## config.mk

```make
export PLATFORM = sky130hd
export DESIGN_NAME = div_step_unit
export DESIGN_NICKNAME = d
export VERILOG_FILES = /design/src/rtl/div_step_pkg.sv /design/src/rtl/div_init_flags.sv /design/src/rtl/div_step_alu.sv /design/src/rtl/div_step_unit.sv
export SDC_FILE = /design/constraint.sdc
export NUM_CORES = 1
export LEC_CHECK = 0
export BUFFER_PORTS_ARGS = -buffer_cell sky130_fd_sc_hd__buf_2
export CORE_ASPECT_RATIO = 0.9
export CORE_MARGIN = 10
export CORE_UTILIZATION = 61
export CTS_BUF_LIST = sky130_fd_sc_hd__clkbuf_2
export DETAILED_ROUTE_END_ITERATION = 7
export GPL_TIMING_DRIVEN = 0
export PLACE_DENSITY_LB_ADDON = 0.12
export SKIP_CTS_REPAIR_TIMING = 1
export SYNTH_ARGS = -nofsm -noshare
export SYNTH_HDL_FRONTEND = slang
export SYNTH_HIERARCHICAL = 1
export SYNTH_SLANG_ARGS = --single-unit
```

## constraint.sdc

```tcl
create_clock -name clk_i -period 5.14 [get_ports clk_i]
set_input_delay 0.771 -clock clk_i [delete_from_list [all_inputs] [get_ports clk_i]]
set_output_delay 0.771 -clock clk_i [all_outputs]
set_load 0.02 [all_outputs]
```

## src/rtl/div_step_pkg.sv

```systemverilog
package div_step_pkg;
  typedef enum logic [1:0] {
    DIV_OP_UINIT = 2'b00,
    DIV_OP_SINIT = 2'b01,
    DIV_OP_STEP  = 2'b10,
    DIV_OP_RSVD  = 2'b11
  } div_op_e;
endpackage

```

## src/rtl/div_init_flags.sv

```systemverilog
module div_init_flags (
  input  logic signed_i,
  input  logic dvd_msb_i,
  input  logic dsr_msb_i,
  output logic q_o,
  output logic m_o,
  output logic t_o
);
  // unsigned init forces all flags low
  assign q_o = signed_i & dvd_msb_i;
  assign m_o = signed_i & dsr_msb_i;
  assign t_o = q_o ^ m_o;
endmodule

```

## src/rtl/div_step_alu.sv

```systemverilog
module div_step_alu #(
  parameter int unsigned DATA_W = 32
) (
  input  logic [DATA_W-1:0] rem_i,
  input  logic [DATA_W-1:0] dsr_i,
  input  logic              q_i,
  input  logic              m_i,
  input  logic              t_i,
  output logic [DATA_W-1:0] rem_o,
  output logic              q_o,
  output logic              t_o
);
  localparam int unsigned MSB = DATA_W - 1;

  logic [MSB:0] shifted;
  logic [MSB:0] sum;
  logic         out_bit;
  logic         do_sub;
  logic         cy;
  logic         nq;

  always_comb begin
    out_bit = rem_i[MSB];
    shifted = {rem_i[MSB-1:0], t_i};
    do_sub  = (q_i == m_i);
    if (do_sub) begin
      sum = shifted - dsr_i;
      cy  = (sum > shifted);   // borrow out
    end else begin
      sum = shifted + dsr_i;
      cy  = (sum < shifted);   // carry out
    end
    // four-way new-Q selection keyed on divisor sign and shifted-out bit
    unique case ({m_i, out_bit})
      2'b00:   nq = cy;
      2'b01:   nq = ~cy;
      2'b10:   nq = ~cy;
      default: nq = cy;
    endcase
    rem_o = sum;
    q_o   = nq;
    t_o   = (nq == m_i);
  end
endmodule

```

## src/rtl/div_step_unit.sv

```systemverilog
module div_step_unit
  import div_step_pkg::*;
#(
  parameter int unsigned DATA_W = 32
) (
  input  logic              clk_i,
  input  logic              rst_ni,
  input  logic              cmd_valid_i,
  input  logic [1:0]        cmd_op_i,
  input  logic [DATA_W-1:0] divisor_i,
  input  logic [DATA_W-1:0] dividend_i,
  output logic [DATA_W-1:0] dividend_o,
  output logic              q_o,
  output logic              m_o,
  output logic              t_o
);
  localparam int unsigned MSB = DATA_W - 1;

  div_op_e     op;
  logic [MSB:0] rem_q, rem_d, step_rem;
  logic         q_q, m_q, t_q, q_d, m_d, t_d;
  logic         init_q, init_m, init_t, step_q, step_t;

  assign op = div_op_e'(cmd_op_i);

  div_init_flags u_init (
    .signed_i  (op == DIV_OP_SINIT),
    .dvd_msb_i (dividend_i[MSB]),
    .dsr_msb_i (divisor_i[MSB]),
    .q_o       (init_q),
    .m_o       (init_m),
    .t_o       (init_t)
  );

  div_step_alu #(.DATA_W(DATA_W)) u_alu (
    .rem_i (rem_q),
    .dsr_i (divisor_i),
    .q_i   (q_q),
    .m_i   (m_q),
    .t_i   (t_q),
    .rem_o (step_rem),
    .q_o   (step_q),
    .t_o   (step_t)
  );

  always_comb begin
    rem_d = rem_q;
    q_d   = q_q;
    m_d   = m_q;
    t_d   = t_q;
    if (cmd_valid_i) begin
      unique case (op)
        DIV_OP_UINIT, DIV_OP_SINIT: begin
          rem_d = dividend_i;
          q_d   = init_q;
          m_d   = init_m;
          t_d   = init_t;
        end
        DIV_OP_STEP: begin
          rem_d = step_rem;
          q_d   = step_q;
          t_d   = step_t;
        end
        default: ;
      endcase
    end
  end

  always_ff @(posedge clk_i or negedge rst_ni) begin
    if (!rst_ni) begin
      rem_q <= '0;
      q_q   <= 1'b0;
      m_q   <= 1'b0;
      t_q   <= 1'b0;
    end else begin
      rem_q <= rem_d;
      q_q   <= q_d;
      m_q   <= m_d;
      t_q   <= t_d;
    end
  end

  assign dividend_o = rem_q;
  assign q_o        = q_q;
  assign m_o        = m_q;
  assign t_o        = t_q;
endmodule

```

* Word-level counts from Yosys, hierarchy flattened
Index checks and enable logic that the tools add are counted. Widths: inputs -> output; s select.
Storage, ports and cells: input port bits 69, output and inout bits 35, logic and storage cells 30, register bits after elaboration 35
Cells by class: eq/ne operators 6, reductions and logical operators 6, bitwise operators 4, mux-type cells 6, $lt $le $gt $ge 2, $add $sub $neg 2
Operator list (number):
- $pmux 32 s2 | 1
- $add 32x32->32 | 1
- $gt 32x32->1 | 1
- $lt 32x32->1 | 1
- $mux 32 | 1
- $sub 32x32->32 | 1
- $eq 2x1->1 const B | 2
- $eq 2x2->1 const B | 2
- $pmux 1 s2 | 2
- $reduce_and 2->1 | 2
- $reduce_or 2->1 | 2
- $and 1x1->1 | 2
- $eq 1x1->1 | 2
- $logic_not 2->1 | 1
- $mux 1 | 2
- $reduce_bool 2->1 | 1
- $not 1->1 | 1
- $xor 1x1->1 | 1

* Longest topological paths before layout
depth after elaboration 7, gate-level depth with buffers 24, mapped depth without buffers 24

* Cells and area by module
The synthesis kept the hierarchy.
By module, submodules not included:
- div_step_alu | cells an instance 743, area each 5323.9 um^2, instances 1
- div_step_unit | cells an instance 194, area each 2089.5 um^2, instances 1
- div_init_flags | cells an instance 4, area each 28.8 um^2, instances 1

* Worst setup path before layout
OpenSTA, ideal clock, no wires.
path type input-to-reg, from input divisor_i[0], to register q_q, in the netlist q_o, library setup time 0.123 ns, stages 21, slack 0.174 ns, data arrival time 4.844 ns, required time 5.017 ns, path through ha_1 -> inv_1 -> fa_1 -> a21oi_2 -> o211ai_1 -> a2111oi_2 -> a2111o_1 -> a31oi_1 -> or3_1 -> a21oi_1 -> xnor2_1 -> ha_1 -> nand4_1 -> nor4_1 -> nand2_1 -> o41ai_1 -> o22ai_1 -> xnor2_1 -> xnor2_1 -> nor3_1 -> nor3_2
Between the ends: word-level cells in the longest chain between the ends 6
RTL lines:
- from (decl) | line div_step_unit.sv:10 | input logic [DATA_W-1:0] divisor_i,
- $add 32x32->32 or $sub 32x32->32 (tied branches) | line div_step_alu.sv:30, div_step_alu.sv:27
- $lt 32x32->1 or $gt 32x32->1 (tied branches) | line div_step_alu.sv:31, div_step_alu.sv:28
- $mux 1 (*) | line div_step_alu.sv:26 | if (do_sub) begin
- $not 1->1 | line div_step_alu.sv:36, div_step_alu.sv:37
- $mux 1 (*)
- net step_q | line div_step_unit.sv:22 | logic init_q, init_m, init_t, step_q, step_t;
- $pmux 1 s2 (*) | line div_step_unit.sv:52 | unique case (op)
- to (signal assigned) | line div_step_unit.sv:77 | q_q <= q_d;
- to (decl) | line div_step_unit.sv:21 | logic q_q, m_q, t_q, q_d, m_d, t_d;
The timed path passes the listed nets; every way through them passes the cells marked *. A chain may end at the register's enable or synchronous reset.

* Final worst setup path
from register t_q, in the netlist t_o, to register q_q, in the netlist q_o
Between the ends: word-level cells in the longest chain between the ends 6
RTL lines:
- from (decl) | line div_step_unit.sv:21
- from (signal assigned) | line div_step_unit.sv:79 | t_q <= t_d;
- $add 32x32->32 or $sub 32x32->32 (tied branches) | line div_step_alu.sv:30, div_step_alu.sv:27
- $lt 32x32->1 or $gt 32x32->1 (tied branches) | line div_step_alu.sv:31, div_step_alu.sv:28
- $mux 1 (*) | line div_step_alu.sv:26
- $not 1->1 | line div_step_alu.sv:36, div_step_alu.sv:37
- $mux 1 (*)
- net step_q | line div_step_unit.sv:22
- $pmux 1 s2 (*) | line div_step_unit.sv:52
Marked as above.

==> flow_summary.yaml <==
outcome:
  status: "complete, no violations"
floorplan:
  fp.dieArea_mm2: 0.0170
  top_level_ports: 104
  rows: 38
  die_y_um: 125
  die_w_um: 136
  core_mm2: 0.0120
  initial_core_util_pct: 62.1
grt:
  grt_use_total_pct: 25.6
  grt_pass1_wl_um: 36100
  grt_start_max_net_pins: 36
  overflow: 0
  grt_pass1_vias: 7025
  antenna_found_initial: 0
clock_tree:
  clock_tree.root_cell: "clkbuf_2"
  cts_made_buffers: 5
  cts_tree: "yes"
  cts_buffer_depth: 2
  h-tree-depth: 2
  clk_latency_ns: 0.50
  clkSlewWorstSetupHoldPaths_ns: 0.25
  cts_sinks: 35
timing:
  finalHoldViolations: 0
  slew_viol_final: 0
  fin_skew_ns: 0.0127
  finalSetupViolations: 0
  fin_crit_sh_pct: 97.8
  tightest_slew_ns: 0.931
  slew_headroom_pct: 37.9
  setup_ws_ns: 0.114
  fin_hold_ws_ns: 0.362
  fmax_mhz: 199
  fin_crit_ns: 5.03
  rsz0062_at_grt: "true"
worst_setup_path:
  crit_family: "compound AO/OA/AOI/OAI gates"
  crit_path_start_kind: "flop"
  crit_fanout: 5
  crit_cells: 22
  crit_chain: "buf_4, ha_1, fa_1, nor2b_1, o211ai_1, buf_4, a211o_1, o211ai_1, o31a_1, a221oi_4, o21ai_1, xnor2_1, ha_1, nand4_1, nor2_1, nand2_1, a221oi_2, o22ai_2, xnor2_2, xnor2_1, nor3_1, nor3_2"
  r2r_cells: 22
  cp.buffers_inverters: 2
  arrival_ns: 5.44
  crit_slowest_cell: "dfrtp_2"
  end_kind: "flop"
  path_class: "reg2reg"
  cp.required_ns: 5.56
  critPathMaxStageDelay_ns: 0.50
final_layout:
  syn2layout_area_growth_pct: 14.2
  num_antenna_cells: 0
  nNetsFinal: 1256
  final_cells: 1222
  drive_gt1_share_pct: 25.8
  final_cell_area_mm2: 0.00850
  final_core_util_pct: 70.9
route:
  drc: 0
  totalWireLength_um: 22700
  drtIter0Drc: 682
  vias: 7318
  ant_nets: 0
  firstDrtPassIters: 6
  wl_per_cell_um: 18.6
  avgViaCountPerCell: 5.99
synth:
  synth_flop_cell: "dfrtp_1"
  yosys.cell_count.top_type: "ha_1"
  ys_ff_latch: 35
  syn_inst: 941
  synth_area_mm2: 0.00744
  yosysUniqueCellTypes: 83
  synth_area_leaders: "ha_1 21%, dfrtp_1 12%, xnor2_1 7.8%"
  async_reset_ff_share_pct: 100
  synth.avg_cell_area_um2: 7.91
  yosys_warnings: 6
  synth_top_cell_area_share_pct: 20.8
  syn_nets: 1136
  netlist_top_cells_count: "124 x ha_1, 123 x nor2_1, 87 x inv_1"
  synth.yosys.seq_area_share_pct: 11.8
  synth_edf_count: 0
  yosysTopAreaCell: "ha_1"
worst_hold_path:
  worstHoldPathType: "in2async"
placed_design:
  placed_area_mm2: 0.00815
  place_congestion: 0.973
  pre_cts_ws_ns: -0.857
  place.detailed.hpwl_um: 18100
  portBuffers: 102
  dpl.cell_count: 1203
power_and_ir_drop:
  p_per_area_mw_per_mm2: 501
  power_leakage_nw: 4.09
  ir_drop_mv: 0.273
run:
  maxCapViolCount: 0
## path summary, 6_finish.rpt
path,from,to,slack [ns]
setup / recovery,t_o$_DFFE_PN0P_,q_o$_DFFE_PN0P_,0.11
min in group clk_i,dividend_i[13],dividend_o[13]$_DFFE_PN0P_,0.52
hold / removal,rst_ni,dividend_o[13]$_DFFE_PN0P_,0.36
setup reg to reg,t_o$_DFFE_PN0P_,q_o$_DFFE_PN0P_,0.11
hold reg to reg,dividend_o[24]$_DFFE_PN0P_,dividend_o[24]$_DFFE_PN0P_,0.65
max in group asynchronous,rst_ni,t_o$_DFFE_PN0P_,4.14
## sequential cells by signal (all words and copies together), names as in the netlist
register    cells
dividend_o     32
m_o             1
q_o             1
t_o             1
## where the power goes
group          switching [mW]  internal, mW  total, mW
combinational            2.03          1.46       3.50
clock                   0.134         0.130      0.264
sequential              0.149         0.348      0.498
## worst reg2reg max path, cell delays in order (launching register included)
cell      delay (ns)
dfrtp_2         0.50
buf_4           0.15
ha_1            0.20
fa_1            0.42
nor2b_1         0.18
o211ai_1        0.17
buf_4           0.16
a211o_1         0.13
o211ai_1        0.22
o31a_1          0.38
a221oi_4        0.38
o21ai_1         0.17
xnor2_1         0.15
ha_1            0.29
nand4_1         0.16
nor2_1          0.19
nand2_1         0.10
a221oi_2        0.26
o22ai_2         0.17
xnor2_2         0.18
xnor2_1         0.13
nor3_1          0.23
nor3_2          0.05
## cell families (layout without fill, tap and decap cells)
| group | count (synthesis) | in the layout | synth area share (%) |
|---|---|---|---|
| AO/OA/AOI/OAI | 245 | 245 | 25.7 |
| XOR/XNOR | 75 | 75 | 8.83 |
| adder cells (fa/ha/maj) | 126 | 126 | 21.4 |
| buffers and inverters | 140 | 261 | 8.93 |
| flip-flops | 35 | 35 | 11.8 |
| multiplexers | 10 | 10 | 1.43 |
| AND/OR/NAND/NOR | 310 | 310 | 22.0 |
## cells in the final DEF, fill, tap and decap left out, types with 6 or more instances in the layout
cell type and instances:
nor2b_1 13, o211ai_1 9, ha_1 122, clkbuf_1 13
a21oi_1 61, nor3_2 30, o21bai_1 8, nand2b_1 9
xor2_1 9, o22ai_2 30, nand2_1 34, inv_2 7
a21oi_2 8, xnor2_1 65, dfrtp_1 33, nor3_1 47
a21o_1 36, nor2_1 123, nand3_1 6, inv_1 87
buf_2 121, o21ai_0 23, buf_4 13, nand4_1 18
## metal layers
layer  share of wire, %  GRT usage [%]
met4                1.4           5.32
met3                6.9           4.52
met2                 47           41.1
met1                 45           34.7
met5                  0              0
## layout make-up
class                   instances  area (µm²)
clock buffers                   5        25.0
fillers                      1069        3490
plain buffers                  44         302
flip-flops and latches         35         878
well taps                     160         200
inverters                      95         359
clock inverters                 3        67.6
multi-input cells             766        6060
repair buffers                114         601
## through the flow
stage / setup TNS [ns] / power, mW
after floorplan: 0 / 2.97
after global placement: -1.48 / 3.72
after detailed placement: -1.60 / 3.75
after CTS: -0.976 / 4.04
after global routing: -0.205 / 4.66
final: 0 / 4.26
Power figures use the tool's default switching activity.
